**src/rtl/nic_irq_pkg.sv**
```systemverilog
package nic_irq_pkg;
  localparam int EVT_W   = 32;
  localparam int EVT_LO  = 19;
  localparam int NUM_IRQ = 13;

  // event bit positions
  localparam int B_HB   = 31;
  localparam int B_BRX  = 30;
  localparam int B_BTX  = 29;
  localparam int B_GSTP = 28;
  localparam int B_TXF  = 27;
  localparam int B_TXB  = 26;
  localparam int B_RXF  = 25;
  localparam int B_RXB  = 24;
  localparam int B_MGT  = 23;
  localparam int B_BERR = 22;
  localparam int B_LCOL = 21;
  localparam int B_RLIM = 20;
  localparam int B_UNR  = 19;

  // line index -> event bit; order is fixed by interrupt controller wiring
  function automatic int line_bit(input int k);
    case (k)
      0:       return B_TXF;
      1:       return B_TXB;
      2:       return B_UNR;
      3:       return B_RLIM;
      4:       return B_RXF;
      5:       return B_RXB;
      6:       return B_MGT;
      7:       return B_LCOL;
      8:       return B_HB;
      9:       return B_GSTP;
      10:      return B_BERR;
      11:      return B_BTX;
      12:      return B_BRX;
      default: return B_HB;
    endcase
  endfunction

  function automatic logic [EVT_W-1:0] impl_mask(input int lo);
    logic [EVT_W-1:0] m;
    for (int i = 0; i < EVT_W; i++) m[i] = (i >= lo);
    return m;
  endfunction
endpackage

```
**src/rtl/nic_irq_evt.sv**
```systemverilog
module nic_irq_evt #(
  parameter int                  W    = 32,
  parameter logic [W-1:0]        IMPL = '1
) (
  input  logic         clk_i,
  input  logic         rst_ni,
  input  logic         ctl_rst_i,
  input  logic         clr_we_i,
  input  logic [W-1:0] clr_i,
  input  logic [W-1:0] set_i,
  output logic [W-1:0] evt_o
);
  logic [W-1:0] evt_q, evt_d, clr_m, set_m;

  assign clr_m = clr_we_i ? clr_i : '0;
  assign set_m = set_i & IMPL;

  always_comb begin
    // set applied after clear: a same-cycle pulse is never lost
    evt_d = (evt_q & ~clr_m) | set_m;
    if (ctl_rst_i) evt_d = '0;
  end

  always_ff @(posedge clk_i or negedge rst_ni) begin
    if (!rst_ni) evt_q <= '0;
    else         evt_q <= evt_d;
  end

  assign evt_o = evt_q;


  set_wins_chk: assert property (@(posedge clk_i) disable iff (!rst_ni)
    !ctl_rst_i |=> ((evt_o & $past(set_i & IMPL)) == $past(set_i & IMPL)));


  w1c_chk: assert property (@(posedge clk_i) disable iff (!rst_ni)
    (clr_we_i && !ctl_rst_i) |=>
      ((evt_o & $past(clr_i) & ~$past(set_i)) == '0));


  evt_ctl_rst_chk: assert property (@(posedge clk_i) disable iff (!rst_ni)
    ctl_rst_i |=> (evt_o == '0));
endmodule

```
**src/rtl/nic_irq_mask.sv**
```systemverilog
module nic_irq_mask #(
  parameter int           W    = 32,
  parameter logic [W-1:0] IMPL = '1
) (
  input  logic         clk_i,
  input  logic         rst_ni,
  input  logic         ctl_rst_i,
  input  logic         we_i,
  input  logic [W-1:0] wdata_i,
  output logic [W-1:0] mask_o
);
  logic [W-1:0] mask_q;

  always_ff @(posedge clk_i or negedge rst_ni) begin
    if (!rst_ni)        mask_q <= '0;
    else if (ctl_rst_i) mask_q <= '0;
    else if (we_i)      mask_q <= wdata_i & IMPL;
  end

  assign mask_o = mask_q;


  mask_replace_chk: assert property (@(posedge clk_i) disable iff (!rst_ni)
    (we_i && !ctl_rst_i) |=> (mask_o == ($past(wdata_i) & IMPL)));


  mask_hold_chk: assert property (@(posedge clk_i) disable iff (!rst_ni)
    (!we_i && !ctl_rst_i) |=> $stable(mask_o));


  mask_ctl_rst_chk: assert property (@(posedge clk_i) disable iff (!rst_ni)
    ctl_rst_i |=> (mask_o == '0));
endmodule

```
**src/rtl/nic_irq_lines.sv**
```systemverilog
module nic_irq_lines #(
  parameter int W  = 32,
  parameter int NL = 13
) (
  input  logic          clk_i,
  input  logic          rst_ni,
  input  logic [W-1:0]  evt_i,
  input  logic [W-1:0]  mask_i,
  output logic [NL-1:0] irq_o
);
  import nic_irq_pkg::*;

  logic [W-1:0]  active;
  logic [NL-1:0] want, irq_q, chg;

  assign active = evt_i & mask_i;

  for (genvar k = 0; k < NL; k++) begin : g_map
    assign want[k] = active[line_bit(k)];
  end

  // toggle only lines whose state moved
  assign chg = want ^ irq_q;

  always_ff @(posedge clk_i or negedge rst_ni) begin
    if (!rst_ni) irq_q <= '0;
    else         irq_q <= irq_q ^ chg;
  end

  assign irq_o = irq_q;


  line_quiet_chk: assert property (@(posedge clk_i) disable iff (!rst_ni)
    $stable(active) |=> $stable(irq_o));
endmodule

```
**src/rtl/nic_irq_agg.sv**
```systemverilog
module nic_irq_agg
  import nic_irq_pkg::*;
#(
  parameter int W  = EVT_W,
  parameter int LO = EVT_LO,
  parameter int NL = NUM_IRQ
) (
  input  logic          clk_i,
  input  logic          rst_ni,
  input  logic          ctl_rst_i,
  input  logic          reg_we_i,
  input  logic          reg_sel_i,
  input  logic [W-1:0]  reg_wdata_i,
  input  logic [W-1:0]  evt_set_i,
  output logic [W-1:0]  reg_rdata_o,
  output logic [NL-1:0] irq_o
);
  localparam logic [W-1:0] IMPL = impl_mask(LO);

  logic [W-1:0] evt, mask;

  nic_irq_evt #(.W(W), .IMPL(IMPL)) u_evt (
    .clk_i    (clk_i),
    .rst_ni   (rst_ni),
    .ctl_rst_i(ctl_rst_i),
    .clr_we_i (reg_we_i && !reg_sel_i),
    .clr_i    (reg_wdata_i),
    .set_i    (evt_set_i),
    .evt_o    (evt)
  );

  nic_irq_mask #(.W(W), .IMPL(IMPL)) u_mask (
    .clk_i    (clk_i),
    .rst_ni   (rst_ni),
    .ctl_rst_i(ctl_rst_i),
    .we_i     (reg_we_i && reg_sel_i),
    .wdata_i  (reg_wdata_i),
    .mask_o   (mask)
  );

  nic_irq_lines #(.W(W), .NL(NL)) u_lines (
    .clk_i (clk_i),
    .rst_ni(rst_ni),
    .evt_i (evt),
    .mask_i(mask),
    .irq_o (irq_o)
  );

  assign reg_rdata_o = reg_sel_i ? mask : evt;


  low_bits_chk: assert property (@(posedge clk_i) disable iff (!rst_ni)
    ((evt | mask) & ~IMPL) == '0);

  for (genvar k = 0; k < NL; k++) begin : g_chk

    line_map_chk: assert property (@(posedge clk_i) disable iff (!rst_ni)
      irq_o[k] == $past(evt[line_bit(k)] & mask[line_bit(k)]));
  end
endmodule

```
**config.mk**
```make
export PLATFORM = sky130hd
export DESIGN_NAME = nic_irq_agg
export DESIGN_NICKNAME = d
export VERILOG_FILES = /design/src/rtl/nic_irq_pkg.sv /design/src/rtl/nic_irq_evt.sv /design/src/rtl/nic_irq_mask.sv /design/src/rtl/nic_irq_lines.sv /design/src/rtl/nic_irq_agg.sv
export SDC_FILE = /design/constraint.sdc
export NUM_CORES = 1
export LEC_CHECK = 0
export BUFFER_PORTS_ARGS = -buffer_cell sky130_fd_sc_hd__buf_4
export CAP_MARGIN = 0
export CORE_MARGIN = 3
export CORE_UTILIZATION = 53
export CTS_BUF_LIST = sky130_fd_sc_hd__clkbuf_4
export CTS_CLUSTER_SIZE = 16
export DETAILED_ROUTE_END_ITERATION = 6
export MAX_ROUTING_LAYER = met4
export PLACE_DENSITY = 0.88
export SYNTH_ARGS = -nofsm -noshare
export SYNTH_HDL_FRONTEND = slang
export SYNTH_SLANG_ARGS = --single-unit
```
**constraint.sdc**
```tcl
create_clock -name clk_i -period 2.17 [get_ports clk_i]
set_input_delay 0.434 -clock clk_i [delete_from_list [all_inputs] [get_ports clk_i]]
set_output_delay 0.434 -clock clk_i [all_outputs]
set_load 0.1 [all_outputs]
```
==> results.ini <==
[timing]
setup_viol = 0
finalCriticalPeriod_ns = 1.90
timing.fmax_ghz = 0.526
worst_slew_pin_slew_ns = 0.720
tns_ns = 0
rsz0062_at_grt = false
clock_skew_ns = 0.0106
finalCritPeriodShare = 0.877
slew_violations = 0
relSlewSlack = 0.520
hold_viol = 0

[clocking]
post_cts_resized = 0
insertion_delay_ns = 0.38
hold_buffers = 0
clock-root-buffer = clkbuf_4
cts_sinks = 58
htreeDepth = 3
postCtsSetupRepairBufs = 0
clk_pin_slew_ns = 0.10
cts_tree = done
clockBufferDepth = 2
cts_made_buffers = 9

[setup_path]
cp_num_buf_inv = 3
crit_type = primary input to output pin
critPathMaxFanout = 16
reg2reg_to = u_mask.mask_o[26]
slowest_stage = mux2_2
crit_path_cell_trace = buf_4 > buf_4 > mux2_2 > buf_4
r2r-start = u_mask.mask_o[26]
cp-end-kind = output pin
startpoint_type = primary input
path_common_cell = buf_4
worstSetupStartpoint = reg_sel_i
required_ns = 1.74
arrival_ns = 1.47
max_stage_delay_ns = 0.35
reg2regPathDepth = 2
worst-r2r-setup-slack_ns = 1.37
cp_top_family = buffers and inverters

[layout]
finalNetCount = 400
diodes = 0
area_growth_pct = 32.5
final_layout_size_suffix_gt1_frac = 0.474
final_cells = 400

[power]
ir_drop_mv = 0.551
p_int_mw = 1.51
swShare = 0.310
p_comb_frac = 0.214
p_switching_mw = 0.676
power.leakage_nw = 1.77
seqPwrFrac = 0.518
clockPowerShare = 0.268
pwr_density_cell_nw_per_um2 = 617

[synth]
syn_area_sq_um = 2670
avgSynthCellArea_sq_um = 11.3
syn-num-nets = 306
ys_ff_latch = 58
synth_cells = 237
yosys.cell_types.count = 17
synth_largest_area_cell = dfrtp_1
synth.top_cell.area_share = 0.544
ys_seq_area_frac = 0.544
synth_area_leaders = dfrtp_1 54%, a311oi_2 6.2%, a21oi_1 6.0%, mux2_2 5.5%, a21bo_2 4.9%
yosysWarnings = 0

[detailed_routing]
wl_per_cell_um = 14.7
drc = 0
vias = 2001
detail-route-antenna-nets = 0
drtPass1Iterations = 6
vias_per_cell = 5.00
routed_wl_um = 5860
drt-initial-drc-count = 141

[die]
start_util = 0.558
die_h_um = 77.0
die_w_um = 77.0
dieArea_sq_um = 5930
pin_count = 114
core_sq_um = 4790
std_cell_rows = 25

[outcome]
status = completed

[place]
place_congestion = 0.792
io_buffers = 94
placed_cells = 387
dpl.hpwl_um = 4000

[min_path]
hold_path.class = primary input to async pin

[global_routing]
grt_use_total = 0.222
grt-ovfl-total = 0
grt_pass1_wl_um = 10100
grt_antenna_before_repair = 0
grt_pass1_vias = 2084
grt_max_degree = 59

[flow_run]
drv_cap = 0

## per-stage QoR
stage                     total power [mW]  utilization  setup WS (ns)  instance area [sq um]  hold slack, ns
after floorplan                       1.46            -         -0.368                   2690           0.138
after global placement                1.62        0.721          0.272                   3450           0.472
after detailed placement              1.62        0.721          0.265                   3450           0.478
after CTS                             2.21        0.739          0.262                   3540           0.119
after global routing                  2.30        0.739          0.223                   3540           0.151
final                                 2.18        0.739          0.267                   3540           0.112
## layer usage
metal | routed length [um] | vias up | part of all wire | global-route usage
li1 | - | 991 | - | -
met1 | 2500 | 953 | 0.43 | 0.272
met2 | 3030 | 49 | 0.52 | 0.367
met3 | 231 | 8 | 0.039 | 0.0446
met4 | 99 | 0 | 0.017 | 0.0854
met5 | 0 | - | 0 | -
## registers in the layout (all words and copies together) (netlist names)
| name | count |
|---|---|
| u_evt.evt_o | 32 |
| u_lines.irq_o | 13 |
| u_mask.mask_o | 13 |
## layout make-up
class / count / area, sq um
flip-flops and latches: 58 / 1450
fillers: 354 / 1250
multi-input cells: 149 / 1090
repair buffers: 100 / 776
well taps: 67 / 83.8
clock buffers: 11 / 82.6
inverters: 13 / 48.8
clock inverters: 2 / 7.51
## power by group through the flow
stage	registers [mW]	clock network [mW]	logic [mW]
5_1_grt	1.14	0.661	0.497
4_1_cts	1.13	0.607	0.471
2_1_floorplan	1.18	0	0.278
3_5_place_dp	1.15	0	0.470
3_3_place_gp	1.15	0	0.464
6_report	1.13	0.586	0.467
## placed cells by master, fill, tap and decap left out
master    netlist  final
buf_12          0      2
clkbuf_4        0     11
nand2b_1       19     19
inv_1          13     13
nor2_1         13     13
dfrtp_1        58     58
nand3_1        13     13
nor2b_2         0      9
clkinv_1        0      2
nor2b_1        19     10
a21oi_1        32     32
a21bo_2        13     13
and2_1         13     13
a311oi_2       11     11
buf_4           1     98
a311oi_1        2      2
mux2_2         13     13
nor2b_4         1      1
## worst reg2reg max path, stage by stage, from the launching register on
cell     delay, ns
dfrtp_1       0.36
a21bo_2       0.22
a21oi_1       0.15
## worst max path at each step
stage,to,slack (ns),cells past startpoint
6_report,reg_rdata_o[30],0.27,4
2_1_floorplan,reg_rdata_o[10],-0.37,3
5_1_grt,reg_rdata_o[31],0.22,4
4_1_cts,reg_rdata_o[31],0.26,4
3_3_place_gp,reg_rdata_o[30],0.27,4
3_5_place_dp,reg_rdata_o[31],0.26,4
## logic make-up after synthesis
family / Yosys count / share of synthesized area
AOI/OAI and AO/OA: 58 / 0.177
buffers and inverters: 30 / 0.0572
DFF: 58 / 0.544
muxes: 13 / 0.0548
and+or+nand+nor: 78 / 0.167
## synthesized netlist by cell type
master and n:
nand2b_1 19, buf_2 11, a21oi_1 32, clkbuf_1 2, inv_1 13, nor2b_4 1, nor2_1 13, buf_4 1
a311oi_1 2, nor2b_1 19, a311oi_2 11, and2_1 13, dfrtp_1 58, buf_6 3, a21bo_2 13, mux2_2 13
nand3_1 13
(Power assumes the default switching activity.)
